**src/rtl/mdio_pkg.sv**
```systemverilog
package mdio_pkg;
  localparam int unsigned DW = 16;
  localparam int unsigned AW = 5;

  typedef enum logic [2:0] {
    F_PRE, F_ST, F_HDR, F_TAW, F_WDAT, F_RD
  } frame_st_e;

  localparam logic [1:0] OP_RD = 2'b10;
  localparam logic [1:0] OP_WR = 2'b01;

  localparam logic [AW-1:0] A_CTRL = 5'd0;
  localparam logic [AW-1:0] A_STAT = 5'd1;
  localparam logic [AW-1:0] A_ID1  = 5'd2;
  localparam logic [AW-1:0] A_ID2  = 5'd3;
  localparam logic [AW-1:0] A_ADV  = 5'd4;
  localparam logic [AW-1:0] A_LPA  = 5'd5;
  localparam logic [AW-1:0] A_EXP  = 5'd6;
  localparam logic [AW-1:0] A_CFG  = 5'd17;
  localparam logic [AW-1:0] A_VND0 = 5'd20;

  localparam logic [DW-1:0] CTRL_RST   = 16'h3100;
  localparam logic [DW-1:0] CTRL_WMASK = 16'h7900;
  localparam logic [DW-1:0] ADV_RST    = 16'h01E1;
  localparam logic [DW-1:0] ADV_WMASK  = 16'h25FF;
  localparam logic [DW-1:0] CFG_WMASK  = 16'hFB01;
endpackage

```
**src/rtl/mdio_sync.sv**
```systemverilog
module mdio_sync #(
  parameter int unsigned STAGES = 2
) (
  input  logic clk_i,
  input  logic rst_ni,
  input  logic mdc_i,
  input  logic mdio_i,
  output logic rise_o,
  output logic fall_o,
  output logic dat_o
);
  logic [STAGES-1:0] mdc_s, dat_s;
  logic              mdc_d;

  always_ff @(posedge clk_i or negedge rst_ni) begin
    if (!rst_ni) begin
      mdc_s <= '0;
      dat_s <= '1;
      mdc_d <= 1'b0;
    end else begin
      mdc_s <= {mdc_s[STAGES-2:0], mdc_i};
      dat_s <= {dat_s[STAGES-2:0], mdio_i};
      mdc_d <= mdc_s[STAGES-1];
    end
  end

  assign rise_o = mdc_s[STAGES-1] & ~mdc_d;
  assign fall_o = ~mdc_s[STAGES-1] & mdc_d;
  assign dat_o  = dat_s[STAGES-1];
endmodule

```
**src/rtl/mdio_frame.sv**
```systemverilog
module mdio_frame
  import mdio_pkg::*;
#(
  parameter int unsigned PRE_LEN = 32
) (
  input  logic          clk_i,
  input  logic          rst_ni,
  input  logic          rise_i,
  input  logic          fall_i,
  input  logic          dat_i,
  input  logic [AW-1:0] phy_addr_i,
  input  logic [DW-1:0] rdata_i,
  output logic          rd_stb_o,
  output logic          wr_stb_o,
  output logic [AW-1:0] addr_o,
  output logic [DW-1:0] wdata_o,
  output logic          mdio_o,
  output logic          mdio_oe_o
);
  localparam int unsigned PCW = $clog2(PRE_LEN + 1);
  localparam int unsigned HW  = 2 + 2 * AW;

  frame_st_e      st;
  logic [PCW-1:0] pre_cnt;
  logic [4:0]     cnt;
  logic [HW-1:0]  hdr;
  logic [DW-1:0]  wsh, tsh;
  logic [AW-1:0]  reg_q;
  logic           oe_q, dout_q;

  logic [HW-1:0] hdr_nx;
  logic          hdr_done, hit;
  logic [1:0]    op_nx;

  assign hdr_nx   = {hdr[HW-2:0], dat_i};
  assign op_nx    = hdr_nx[HW-1 -: 2];
  assign hit      = (hdr_nx[2*AW-1 -: AW] == phy_addr_i);
  assign hdr_done = (st == F_HDR) && rise_i && (cnt == 5'(HW - 1));

  assign rd_stb_o = hdr_done && hit && (op_nx == OP_RD);
  assign wr_stb_o = (st == F_WDAT) && rise_i && (cnt == 5'(DW - 1));
  assign addr_o   = (st == F_HDR) ? hdr_nx[AW-1:0] : reg_q;
  assign wdata_o  = {wsh[DW-2:0], dat_i};
  assign mdio_o   = dout_q;
  assign mdio_oe_o = oe_q;

  always_ff @(posedge clk_i or negedge rst_ni) begin
    if (!rst_ni) begin
      st      <= F_PRE;
      pre_cnt <= '0;
      cnt     <= '0;
      hdr     <= '0;
      wsh     <= '0;
      tsh     <= '0;
      reg_q   <= '0;
      oe_q    <= 1'b0;
      dout_q  <= 1'b1;
    end else begin
      unique case (st)
        F_PRE: if (rise_i) begin
          if (dat_i) begin
            if (pre_cnt != PCW'(PRE_LEN)) pre_cnt <= pre_cnt + 1'b1;
          end else begin
            if (pre_cnt == PCW'(PRE_LEN)) st <= F_ST;
            pre_cnt <= '0;
          end
        end
        F_ST: if (rise_i) begin
          cnt <= '0;
          st  <= dat_i ? F_HDR : F_PRE;
        end
        F_HDR: if (rise_i) begin
          hdr <= hdr_nx;
          cnt <= cnt + 1'b1;
          if (hdr_done) begin
            cnt   <= '0;
            reg_q <= hdr_nx[AW-1:0];
            if (hit && op_nx == OP_RD) begin
              st  <= F_RD;
              tsh <= rdata_i;
            end else if (hit && op_nx == OP_WR) begin
              st <= F_TAW;
            end else begin
              st <= F_PRE;
            end
          end
        end
        F_TAW: if (rise_i) begin
          cnt <= cnt + 1'b1;
          if (cnt == 5'd1) begin
            cnt <= '0;
            st  <= F_WDAT;
          end
        end
        F_WDAT: if (rise_i) begin
          wsh <= wdata_o;
          cnt <= cnt + 1'b1;
          if (wr_stb_o) begin
            cnt <= '0;
            st  <= F_PRE;
          end
        end
        F_RD: if (fall_i) begin
          cnt <= cnt + 1'b1;
          if (cnt == 5'd1) begin
            oe_q   <= 1'b1;   // second turnaround bit: drive 0
            dout_q <= 1'b0;
          end else if (cnt >= 5'd2 && cnt <= 5'(DW + 1)) begin
            dout_q <= tsh[DW-1];
            tsh    <= {tsh[DW-2:0], 1'b0};
          end else if (cnt == 5'(DW + 2)) begin
            oe_q   <= 1'b0;
            dout_q <= 1'b1;
            cnt    <= '0;
            st     <= F_PRE;
          end
        end
        default: st <= F_PRE;
      endcase
    end
  end
endmodule

```
**src/rtl/mdio_regs.sv**
```systemverilog
module mdio_regs
  import mdio_pkg::*;
#(
  parameter logic [DW-1:0] ID1   = 16'h00A5,
  parameter logic [DW-1:0] ID2   = 16'h5C10,
  parameter int unsigned   VND_N = 5
) (
  input  logic          clk_i,
  input  logic          rst_ni,
  input  logic          rd_stb_i,
  input  logic          wr_stb_i,
  input  logic [AW-1:0] addr_i,
  input  logic [DW-1:0] wdata_i,
  output logic [DW-1:0] rdata_o,
  input  logic          link_up_i,
  input  logic          an_done_i,
  input  logic          rfault_set_i,
  input  logic          page_rx_set_i,
  input  logic          lp_an_able_i,
  input  logic [DW-1:0] lp_ability_i,
  output logic          soft_rst_o,
  output logic [DW-1:0] ctrl_o,
  output logic [DW-1:0] adv_o,
  output logic [DW-1:0] cfg_o
);
  logic [DW-1:0] ctrl_q, adv_q, cfg_q;
  logic          rf_q, pg_q, srst_q;
  logic          do_srst, key;
  logic [DW*VND_N-1:0] vnd_bus;
  logic          vnd_hit;
  logic [AW-1:0] vidx;

  assign do_srst = wr_stb_i && (addr_i == A_CTRL) && wdata_i[DW-1];
  assign key     = cfg_q[0];
  assign vidx    = addr_i - A_VND0;
  assign vnd_hit = (int'(addr_i) >= int'(A_VND0)) &&
                   (int'(addr_i) <  int'(A_VND0) + int'(VND_N));

  always_ff @(posedge clk_i or negedge rst_ni) begin
    if (!rst_ni) begin
      ctrl_q <= CTRL_RST;
      adv_q  <= ADV_RST;
      cfg_q  <= '0;
      rf_q   <= 1'b0;
      pg_q   <= 1'b0;
      srst_q <= 1'b0;
    end else if (do_srst) begin
      ctrl_q <= CTRL_RST;
      adv_q  <= ADV_RST;
      cfg_q  <= '0;
      rf_q   <= 1'b0;
      pg_q   <= 1'b0;
      srst_q <= 1'b1;
    end else begin
      srst_q <= 1'b0;
      if (wr_stb_i) begin
        unique case (addr_i)
          A_CTRL:  ctrl_q <= wdata_i & CTRL_WMASK;
          A_ADV:   adv_q  <= wdata_i & ADV_WMASK;
          A_CFG:   cfg_q  <= wdata_i & CFG_WMASK;
          default: ;
        endcase
      end
      // a set event in the same cycle as a clearing read wins
      if (rfault_set_i)                        rf_q <= 1'b1;
      else if (rd_stb_i && addr_i == A_STAT)   rf_q <= 1'b0;
      if (page_rx_set_i)                       pg_q <= 1'b1;
      else if (rd_stb_i && addr_i == A_LPA)    pg_q <= 1'b0;
    end
  end

  for (genvar i = 0; i < VND_N; i++) begin : g_vnd
    logic [DW-1:0] q;
    always_ff @(posedge clk_i or negedge rst_ni) begin
      if (!rst_ni)                 q <= '0;
      else if (do_srst)            q <= '0;
      else if (wr_stb_i && key && vnd_hit && vidx == AW'(i)) q <= wdata_i;
    end
    assign vnd_bus[i*DW +: DW] = q;
  end

  always_comb begin
    rdata_o = '0;
    unique case (addr_i)
      A_CTRL: rdata_o = ctrl_q;
      A_STAT: rdata_o = {1'b0, 4'hF, 5'b0, an_done_i, rf_q, 1'b0, link_up_i, 1'b0, 1'b1};
      A_ID1:  rdata_o = ID1;
      A_ID2:  rdata_o = ID2;
      A_ADV:  rdata_o = adv_q;
      A_LPA:  rdata_o = lp_ability_i;
      A_EXP:  rdata_o = {14'b0, pg_q, lp_an_able_i};
      A_CFG:  rdata_o = cfg_q;
      default: begin
        if (vnd_hit && key) begin
          for (int i = 0; i < int'(VND_N); i++)
            if (vidx == AW'(i)) rdata_o = vnd_bus[i*DW +: DW];
        end
      end
    endcase
  end

  assign soft_rst_o = srst_q;
  assign ctrl_o     = ctrl_q;
  assign adv_o      = adv_q;
  assign cfg_o      = cfg_q;
endmodule

```
**src/rtl/mdio_mgmt_regs.sv**
```systemverilog
module mdio_mgmt_regs
  import mdio_pkg::*;
#(
  parameter int unsigned   SYNC_STAGES = 2,
  parameter int unsigned   PRE_LEN     = 32,
  parameter logic [15:0]   ID1         = 16'h00A5,
  parameter logic [15:0]   ID2         = 16'h5C10,
  parameter int unsigned   VND_N       = 5
) (
  input  logic        clk_i,
  input  logic        rst_ni,
  input  logic        mdc_i,
  input  logic        mdio_i,
  output logic        mdio_o,
  output logic        mdio_oe_o,
  input  logic [4:0]  phy_addr_i,
  input  logic        link_up_i,
  input  logic        an_done_i,
  input  logic        rfault_set_i,
  input  logic        page_rx_set_i,
  input  logic        lp_an_able_i,
  input  logic [15:0] lp_ability_i,
  output logic        soft_rst_o,
  output logic        loopback_o,
  output logic        an_en_o,
  output logic        force_100_o,
  output logic        force_full_o,
  output logic        power_down_o,
  output logic [15:0] adv_o,
  output logic        rptr_o,
  output logic        bypass_4b5b_o,
  output logic        bypass_scr_o,
  output logic        ldps_o,
  output logic        analog_off_o,
  output logic [1:0]  lb_mode_o
);
  logic          mdc_rise, mdc_fall, mdio_s;
  logic          rd_stb, wr_stb;
  logic [AW-1:0] cmd_addr;
  logic [DW-1:0] wdata, rdata, ctrl, cfg;

  mdio_sync #(.STAGES(SYNC_STAGES)) u_sync (
    .clk_i, .rst_ni, .mdc_i, .mdio_i,
    .rise_o(mdc_rise), .fall_o(mdc_fall), .dat_o(mdio_s)
  );

  mdio_frame #(.PRE_LEN(PRE_LEN)) u_frame (
    .clk_i, .rst_ni,
    .rise_i(mdc_rise), .fall_i(mdc_fall), .dat_i(mdio_s),
    .phy_addr_i, .rdata_i(rdata),
    .rd_stb_o(rd_stb), .wr_stb_o(wr_stb), .addr_o(cmd_addr), .wdata_o(wdata),
    .mdio_o, .mdio_oe_o
  );

  mdio_regs #(.ID1(ID1), .ID2(ID2), .VND_N(VND_N)) u_regs (
    .clk_i, .rst_ni,
    .rd_stb_i(rd_stb), .wr_stb_i(wr_stb), .addr_i(cmd_addr), .wdata_i(wdata),
    .rdata_o(rdata),
    .link_up_i, .an_done_i, .rfault_set_i, .page_rx_set_i, .lp_an_able_i, .lp_ability_i,
    .soft_rst_o, .ctrl_o(ctrl), .adv_o, .cfg_o(cfg)
  );

  assign loopback_o    = ctrl[14];
  assign an_en_o       = ctrl[12];
  assign force_100_o   = ctrl[13] & ~ctrl[12];
  assign force_full_o  = ctrl[8]  & ~ctrl[12];
  assign power_down_o  = ctrl[11];
  assign rptr_o        = cfg[15];
  assign bypass_4b5b_o = cfg[14];
  assign bypass_scr_o  = cfg[13];
  assign ldps_o        = cfg[12];
  assign analog_off_o  = cfg[11];
  assign lb_mode_o     = cfg[9:8];
endmodule

```
**config.mk**
```make
export PLATFORM = sky130hd
export DESIGN_NAME = mdio_mgmt_regs
export DESIGN_NICKNAME = d
export VERILOG_FILES = /design/src/rtl/mdio_pkg.sv /design/src/rtl/mdio_sync.sv /design/src/rtl/mdio_frame.sv /design/src/rtl/mdio_regs.sv /design/src/rtl/mdio_mgmt_regs.sv
export SDC_FILE = /design/constraint.sdc
export NUM_CORES = 1
export LEC_CHECK = 0
export BUFFER_PORTS_ARGS = -buffer_cell sky130_fd_sc_hd__buf_2
export CAP_MARGIN = 5
export CORE_UTILIZATION = 52
export CTS_CLUSTER_DIAMETER = 40
export DETAILED_ROUTE_END_ITERATION = 10
export GPL_TIMING_DRIVEN = 1
export PLACE_DENSITY_LB_ADDON = 0.25
export SLEW_MARGIN = 20
export SYNTH_ARGS = -nofsm -noshare
export SYNTH_HDL_FRONTEND = slang
export SYNTH_HIERARCHICAL = 1
export SYNTH_SLANG_ARGS = --single-unit
```
**constraint.sdc**
```tcl
create_clock -name clk_i -period 3.75 [get_ports clk_i]
set_input_delay 0.1875 -clock clk_i [delete_from_list [all_inputs] [get_ports clk_i]]
set_output_delay 0.1875 -clock clk_i [all_outputs]
set_load 0.01 [all_outputs]
```
==> Yosys cells after proc, flatten, opt, wreduce, memory -nomap -nowiden <==
Cells that the tools add are included.
{ "word_totals": {"regBits": 199, "latchBits": 0, "ram_bits": 0, "rom_bits": 0, "input_bits": 30, "output_inout_bits": 31, "elab_cells": 211, "memories": 0} }
{ "op_classes": {"addsub": 3, "multipliers": 0, "div": 0, "order_cmp": 4, "n_eq_ne": 43, "n_shift": 0, "muxes": 79, "bitwise_logic": 7, "n_reduce_logical": 52} }
{ "op_table": {"columns": ["cell", "count"], "rows": [
  ["$mux W16", 31],
  ["$pmux W16 S8", 1],
  ["$mux W5", 12],
  ["$mux W3", 15],
  ["$pmux W16 S2", 1],
  ["$ne A2 B1 Y1 const B", 13],
  ["$pmux W5 S5", 1],
  ["$logic_and A1 B1 Y1", 22],
  ["$reduce_bool A2 Y1", 11],
  ["$eq A5 B2 Y1 const B", 4],
  ["$eq A5 B3 Y1 const B", 4],
  ["$pmux W3 S6", 1],
  ["$eq A5 B1 Y1 const B", 3],
  ["$reduce_and A14 Y1", 1],
  ["$mux W1", 13],
  ["$mux W6", 2],
  ["$eq A5 B4 Y1 const B", 2],
  ["$eq A5 B5 Y1 const B", 2],
  ["$logic_not A5 Y1", 2],
  ["$ne A2 B2 Y1 const B", 5],
  ["$reduce_and A2 Y1", 5],
  ["$reduce_and A3 Y1", 3],
  ["$reduce_bool A3 Y1", 3],
  ["$reduce_and A7 Y1", 1],
  ["22 further kinds", 30]
]} }

==> Longest topological paths before layout <==
{ "logic_depth": {"ltp_word": 15, "mapped_depth": 13, "depth_no_buf": 9} }

==> Cells and area by module <==
The synthesis kept the hierarchy.
{ "by_module_without_submodules": {"columns": ["mod", "n_inst", "cells_per_inst", "area_each_um2", "seq_area_each_um2"], "rows": [
  ["mdio_regs", 1, 538, 5626.6, 2687.6],
  ["mdio_frame", 1, 281, 3352.0, 1577.8],
  ["mdio_sync", 1, 7, 142.6, 127.6],
  ["mdio_mgmt_regs", 1, 2, 12.5, 0.0]
]} }

==> Worst setup path after synthesis <==
Ideal clock, no wire load.
{ "synth_timing": {"kind": "register to register", "from": "register u_sync.mdc_d", "to": "register u_regs.adv_q[10], in the netlist u_regs/adv_o[10]", "setup_ps": 132, "arrival_ps": 2856, "required_ps": 3618, "path_slack_ps": 763, "stages_incl_launch_ff": 12, "n_path_buf": 4, "synth_period_minus_slack_ps": 2987, "path_cell_list": "dfrtp_1 -> nor2b_1 -> nand2b_1 -> nor3_1 -> buf_2 -> and2_1 -> clkbuf_1 -> nand4_1 -> inv_1 -> clkbuf_1 -> clkbuf_1 -> nor2_1"} }
{ "synth_via": {"elab_chain_cells": 8, "word_cells_on_any_way": 10, "classes_between": "mux (1); bitwise (2); reduce/logical (7)"} }
{ "synth_rtl": {"columns": ["item", "line_no", "rtl"], "rows": [
  ["from (decl)", "mdio_sync.sv:13", "logic mdc_d;"],
  ["from (signal assigned)", "mdio_sync.sv:23", "mdc_d <= mdc_s[STAGES-1];"],
  ["$not A1 Y1 (*)", "mdio_sync.sv:27", "assign rise_o = mdc_s[STAGES-1] & ~mdc_d;"],
  ["$and A1 B1 Y1 (*)", "mdio_sync.sv:27", null],
  ["named net mdc_rise", "mdio_mgmt_regs.sv:37", "logic mdc_rise, mdc_fall, mdio_s;"],
  ["$logic_and A1 B1 Y1 (*) (2 in a row)", "mdio_frame.sv:41", "assign wr_stb_o = (st == F_WDAT) && rise_i && (cnt == 5'(DW - 1));"],
  ["named net wr_stb", "mdio_mgmt_regs.sv:38", "logic rd_stb, wr_stb;"],
  ["$logic_and A1 B1 Y1 (2 in a row)", "mdio_regs.sv:33", "assign do_srst = wr_stb_i && (addr_i == A_CTRL) && wdata_i[DW-1];"],
  ["$reduce_bool A2 Y1 (no line)", null, null],
  ["$reduce_and A2 Y1 (no line)", null, null],
  ["to (signal assigned)", "mdio_regs.sv:59", "A_ADV: adv_q <= wdata_i & ADV_WMASK;"],
  ["to (decl)", "mdio_regs.sv:26", "logic [DW-1:0] ctrl_q, adv_q, cfg_q;"]
]} }
The timed path passes the listed nets; every way through them passes the cells marked *.
A chain may end at the register's enable or synchronous reset.

==> Final worst setup path <==
{ "layout_timing": {"from": "register u_frame.st[1]", "to": "register u_frame.tsh[2]"} }
{ "layout_via": {"elab_chain_cells": 15, "word_cells_on_any_way": 42, "classes_between": "add/sub (1); order compare (2); eq/ne (19); mux (12); reduce/logical (8)"} }
{ "layout_rtl": {"columns": ["item", "line_no", "rtl"], "rows": [
  ["from (decl)", "mdio_frame.sv:23", "frame_st_e st;"],
  ["from (signal assigned)", "mdio_frame.sv:70", "st <= dat_i ? F_HDR : F_PRE;"],
  ["$eq A3 B2 Y1 (*)", "mdio_frame.sv:42", "assign addr_o = (st == F_HDR) ? hdr_nx[AW-1:0] : reg_q;"],
  ["$mux W5 (*)", "mdio_frame.sv:42", null],
  ["named net cmd_addr[0]", "mdio_mgmt_regs.sv:39", "logic [AW-1:0] cmd_addr;"],
  ["$sub A5 B5 Y5", "mdio_regs.sv:35", "assign vidx = addr_i - A_VND0;"],
  ["$logic_not A5 Y1", "mdio_regs.sv:96", "if (vidx == AW'(i)) rdata_o = vnd_bus[i*DW +: DW];"],
  ["$mux W16 (5 in a row)", "mdio_regs.sv:96", null],
  ["$mux W16", "mdio_regs.sv:94", "if (vnd_hit && key) begin"],
  ["$pmux W16 S8 (*)", "mdio_regs.sv:84", "unique case (addr_i)"],
  ["named net rdata[2]", "mdio_mgmt_regs.sv:40", "logic [DW-1:0] wdata, rdata, ctrl, cfg;"],
  ["$mux W16 (*)", "mdio_frame.sv:78", "if (hit && op_nx == OP_RD) begin"],
  ["$mux W16 (*)", "mdio_frame.sv:75", "if (hdr_done) begin"],
  ["$mux W16 (*)", "mdio_frame.sv:72", "F_HDR: if (rise_i) begin"],
  ["$pmux W16 S2 (*)", "mdio_frame.sv:59", "unique case (st)"],
  ["to (signal assigned)", "mdio_frame.sv:80", "tsh <= rdata_i;"],
  ["to (signal assigned)", "mdio_frame.sv:110", "tsh <= {tsh[DW-2:0], 1'b0};"],
  ["to (decl)", "mdio_frame.sv:27", "logic [DW-1:0] wsh, tsh;"]
]} }
The timed path passes the listed nets; every way through them passes the cells marked *. The select of a mux whose other input is x is not followed.

==> results <==
- The achievable clock frequency is 300 MHz.
- The nature of the critical path endpoint is a register.
- OpenSTA, run right after detailed placement, puts the worst setup slack at 0.448 ns.
- The kind of critical path is register to register.
- After technology mapping, the gate count stands at 809.
- Headroom to the max-slew limit came out at 39.4%.
- The total negative slack is 0 ns.
- The CTS clock-pin slew for the worst setup and hold paths is 0.07 ns.
- Along the worst path, the maximum fanout reaches 20.
- The max-slew violation count is 0.
- The congestion estimate from routability-driven global placement came to 0.921.
- VDD sags by at most 0.000344 V.
- The global-route usage over all layers is 26.1%.
- In this run the mean area of a mapped cell was 11.1 um^2.
- The total vias in the final route is 6546.
- The first detailed-routing pass took 5 iterations.
- The number of routed nets with antenna violations is 0.
- The first global-routing pass estimated 35.9 mm of wire.
- The I/O pin count is 61.
- The clock passes through at most 2 buffers.
- TritonCTS built the clock tree.
- In this run the vertical extent of the chip is 133 um.
- The detail-routed net length per standard cell is 20.0 um.
- The worst setup slack after layout is 0.420 ns.
- For this design the static power due to leakage is 5.30 nW.
- In the routed design, unresolved DRC markers number 0.
- The CTS sink count is 175.
- The total length of routed wires is 21.8 mm.
- The hold slack is 0.0158 ns.
- At the end of the flow the core is filled with cells to 60.3%.
- The power density normalized to cell area is 378 mW/mm^2.
- The HPWL reported at the end of detailed placement is 14.7 mm.
- The number of antenna violations at the first check in global routing was 0.
- The number of fill cells in the layout is 1365.
- At the later pin of the worst-skew pair, clock insertion delay measures 0.43 ns.
- The final net count is 894.
- The kind of start point of the critical path is a register.
- Max-cap violations in this run came to 0.
- For the final database, setup skew stands at 0.00788 ns.
- Setup repair after global routing left no endpoint under its margin.
- The number of antenna diodes in the final layout is 0.
- The floorplan step set the die width to 133 um.
- From synthesis to final layout, the design area changed by 12.4%.
- The required time at the endpoint of the critical path is 4.06 ns.
- The ratio of cells with drive above 1 in the final layout is 26.5%.
- The count of placed standard cells in the final layout, fillers left out is 1088.
- The overall overflow remaining after global route is 0.
- The floorplan has 47 rows.
- The total count of hold-check failures in the final report is 0.
- The number of buffers added on ports is 55.
- The starting utilization of the core area is 53.6%.
- The run finished with clean final reports.
- The class of the tightest hold or removal check is input port to register.
- The share of the clock period used by the worst path is 88.8%.
- Yosys printed 6 warnings.
- The number of global-route vias before repair came to 6687.
- The placeable core area is 0.0168 mm^2.
- The pin count of the biggest net entering global routing is 99.
- The number of cells after detailed placement is 1054.
- The final period demand of the worst path is 3.33 ns.
- Setup violations remaining at the end of the flow were counted as 0.
- The cell area after technology mapping is 0.00899 mm^2.
- STA puts the critical path data arrival time at 3.64 ns.
- The die covers 0.0178 mm^2.
- The H-tree depth reported by CTS is 4.
- After detailed routing, the number of vias per cell comes to 6.02.
- The library cell used as clock root buffer is sky130_fd_sc_hd__clkbuf_16.
- TritonCTS created 17 clock buffers.
- The number of DRC markers after the initial detailed-route iteration is 453.
- At the pin with the least slew margin, the transition time is 0.909 ns.
what timing repair did:
item                                   in CTS  in global routing
buffers inserted                            0                  0
hold buffers                                3                  0
gates resized for setup                     0                  0
endpoints found under the hold margin      90                  0
setup endpoints to repair                   0                  0
metrics by stage:
stage	power, mW	area [um^2]
after detailed placement	2.09	9480
final	3.82	10100
after global placement	2.09	9480
after CTS	3.86	10100
after floorplan	2.02	9010
after global routing	3.95	10100
cells in the final DEF, fill, tap and decap left out, drive strengths merged, types with 3 or more instances in the layout:
master,instances
dfrtp,164
and2,3
a222oi,6
nor2,109
nand2b,5
nor2b,14
inv,21
a21o,5
mux4,16
clkbuf,20
a22o,5
clkinv,6
buf,83
nand4,9
nand2,63
nor3,10
conb,5
dlygate4sd3,3
o22ai,5
o21ai,22
and3,6
nor4,7
xnor2,6
a21oi,17
a22oi,13
ha,8
nand3,28
dfstp,11
nor3b,4
mux2,68
mux2i,89
o31ai,3
routing by layer:
metal	track usage (%)	routed length, um	part of all wire (%)
met1	34.1	9170	42
met2	43.8	11000	50
met3	3.92	1110	5.1
met4	10.3	537	2.5
met5	0	0	0
power breakdown:
part | leakage [nW] | total (mW) | switching, mW | internal (mW)
clock | 0.284 | 1.76 | 0.743 | 1.02
combinational | 2.64 | 0.136 | 0.0848 | 0.0517
sequential | 2.38 | 1.92 | 0.0187 | 1.90
total | 5.30 | 3.82 | 0.846 | 2.98
layout make-up:
cell class	count	area [um^2]	area share (%)
Inverter	20	75.1	0.743
Sequential cell	175	4390	43.5
Clock inverter	11	135	1.34
Timing Repair Buffer	86	559	5.53
Clock buffer	20	457	4.52
Tap cell	220	275	2.72
Multi-Input combinational cell	556	4210	41.7
worst paths after layout:
kind / start / to / slack [ns] / depth (start not counted)
worst max-delay path: u_frame/st[1]$_DFFE_PN0P_ / u_frame/tsh[2]$_DFFE_PN0P_ / 0.42 / 8
worst min-delay path: rfault_set_i / u_regs/rf_q$_DFFE_PN0P_ / 0.02 / 3
worst max register to register: u_frame/st[1]$_DFFE_PN0P_ / u_frame/tsh[2]$_DFFE_PN0P_ / 0.42 / 8
worst min register to register: u_sync/dat_s[0]$_DFF_PN1_ / u_sync/dat_s[1]$_DFF_PN1_ / 0.36 / 0
max in group asynchronous: rst_ni / u_regs/ctrl_o[13]$_DFFE_PN1P_ / 2.30 / 3
min in group asynchronous: rst_ni / u_frame/hdr[8]$_DFFE_PN0P_ / 0.43 / 2
state kept, by name, indices dropped and copies added, names as in the netlist, 6 cells and up:
name,cells
u_regs/g_vnd.q,80
u_frame/tsh,16
u_frame/wsh,15
u_frame/hdr,11
u_regs/adv_o,11
u_regs/cfg_o,8
u_frame/pre_cnt,6
critical path, cell delays in order, from the launching register on:
cell and delay (ns):
sky130_fd_sc_hd__dfrtp_1 0.53, sky130_fd_sc_hd__nor3b_4 0.46, sky130_fd_sc_hd__mux2_2 0.63, sky130_fd_sc_hd__buf_12 0.24
sky130_fd_sc_hd__mux4_2 0.53, sky130_fd_sc_hd__a22oi_1 0.20, sky130_fd_sc_hd__nand2_1 0.08, sky130_fd_sc_hd__mux2_2 0.27
sky130_fd_sc_hd__mux2_2 0.27
No activity file was read; power rests on OpenSTA's default activity.
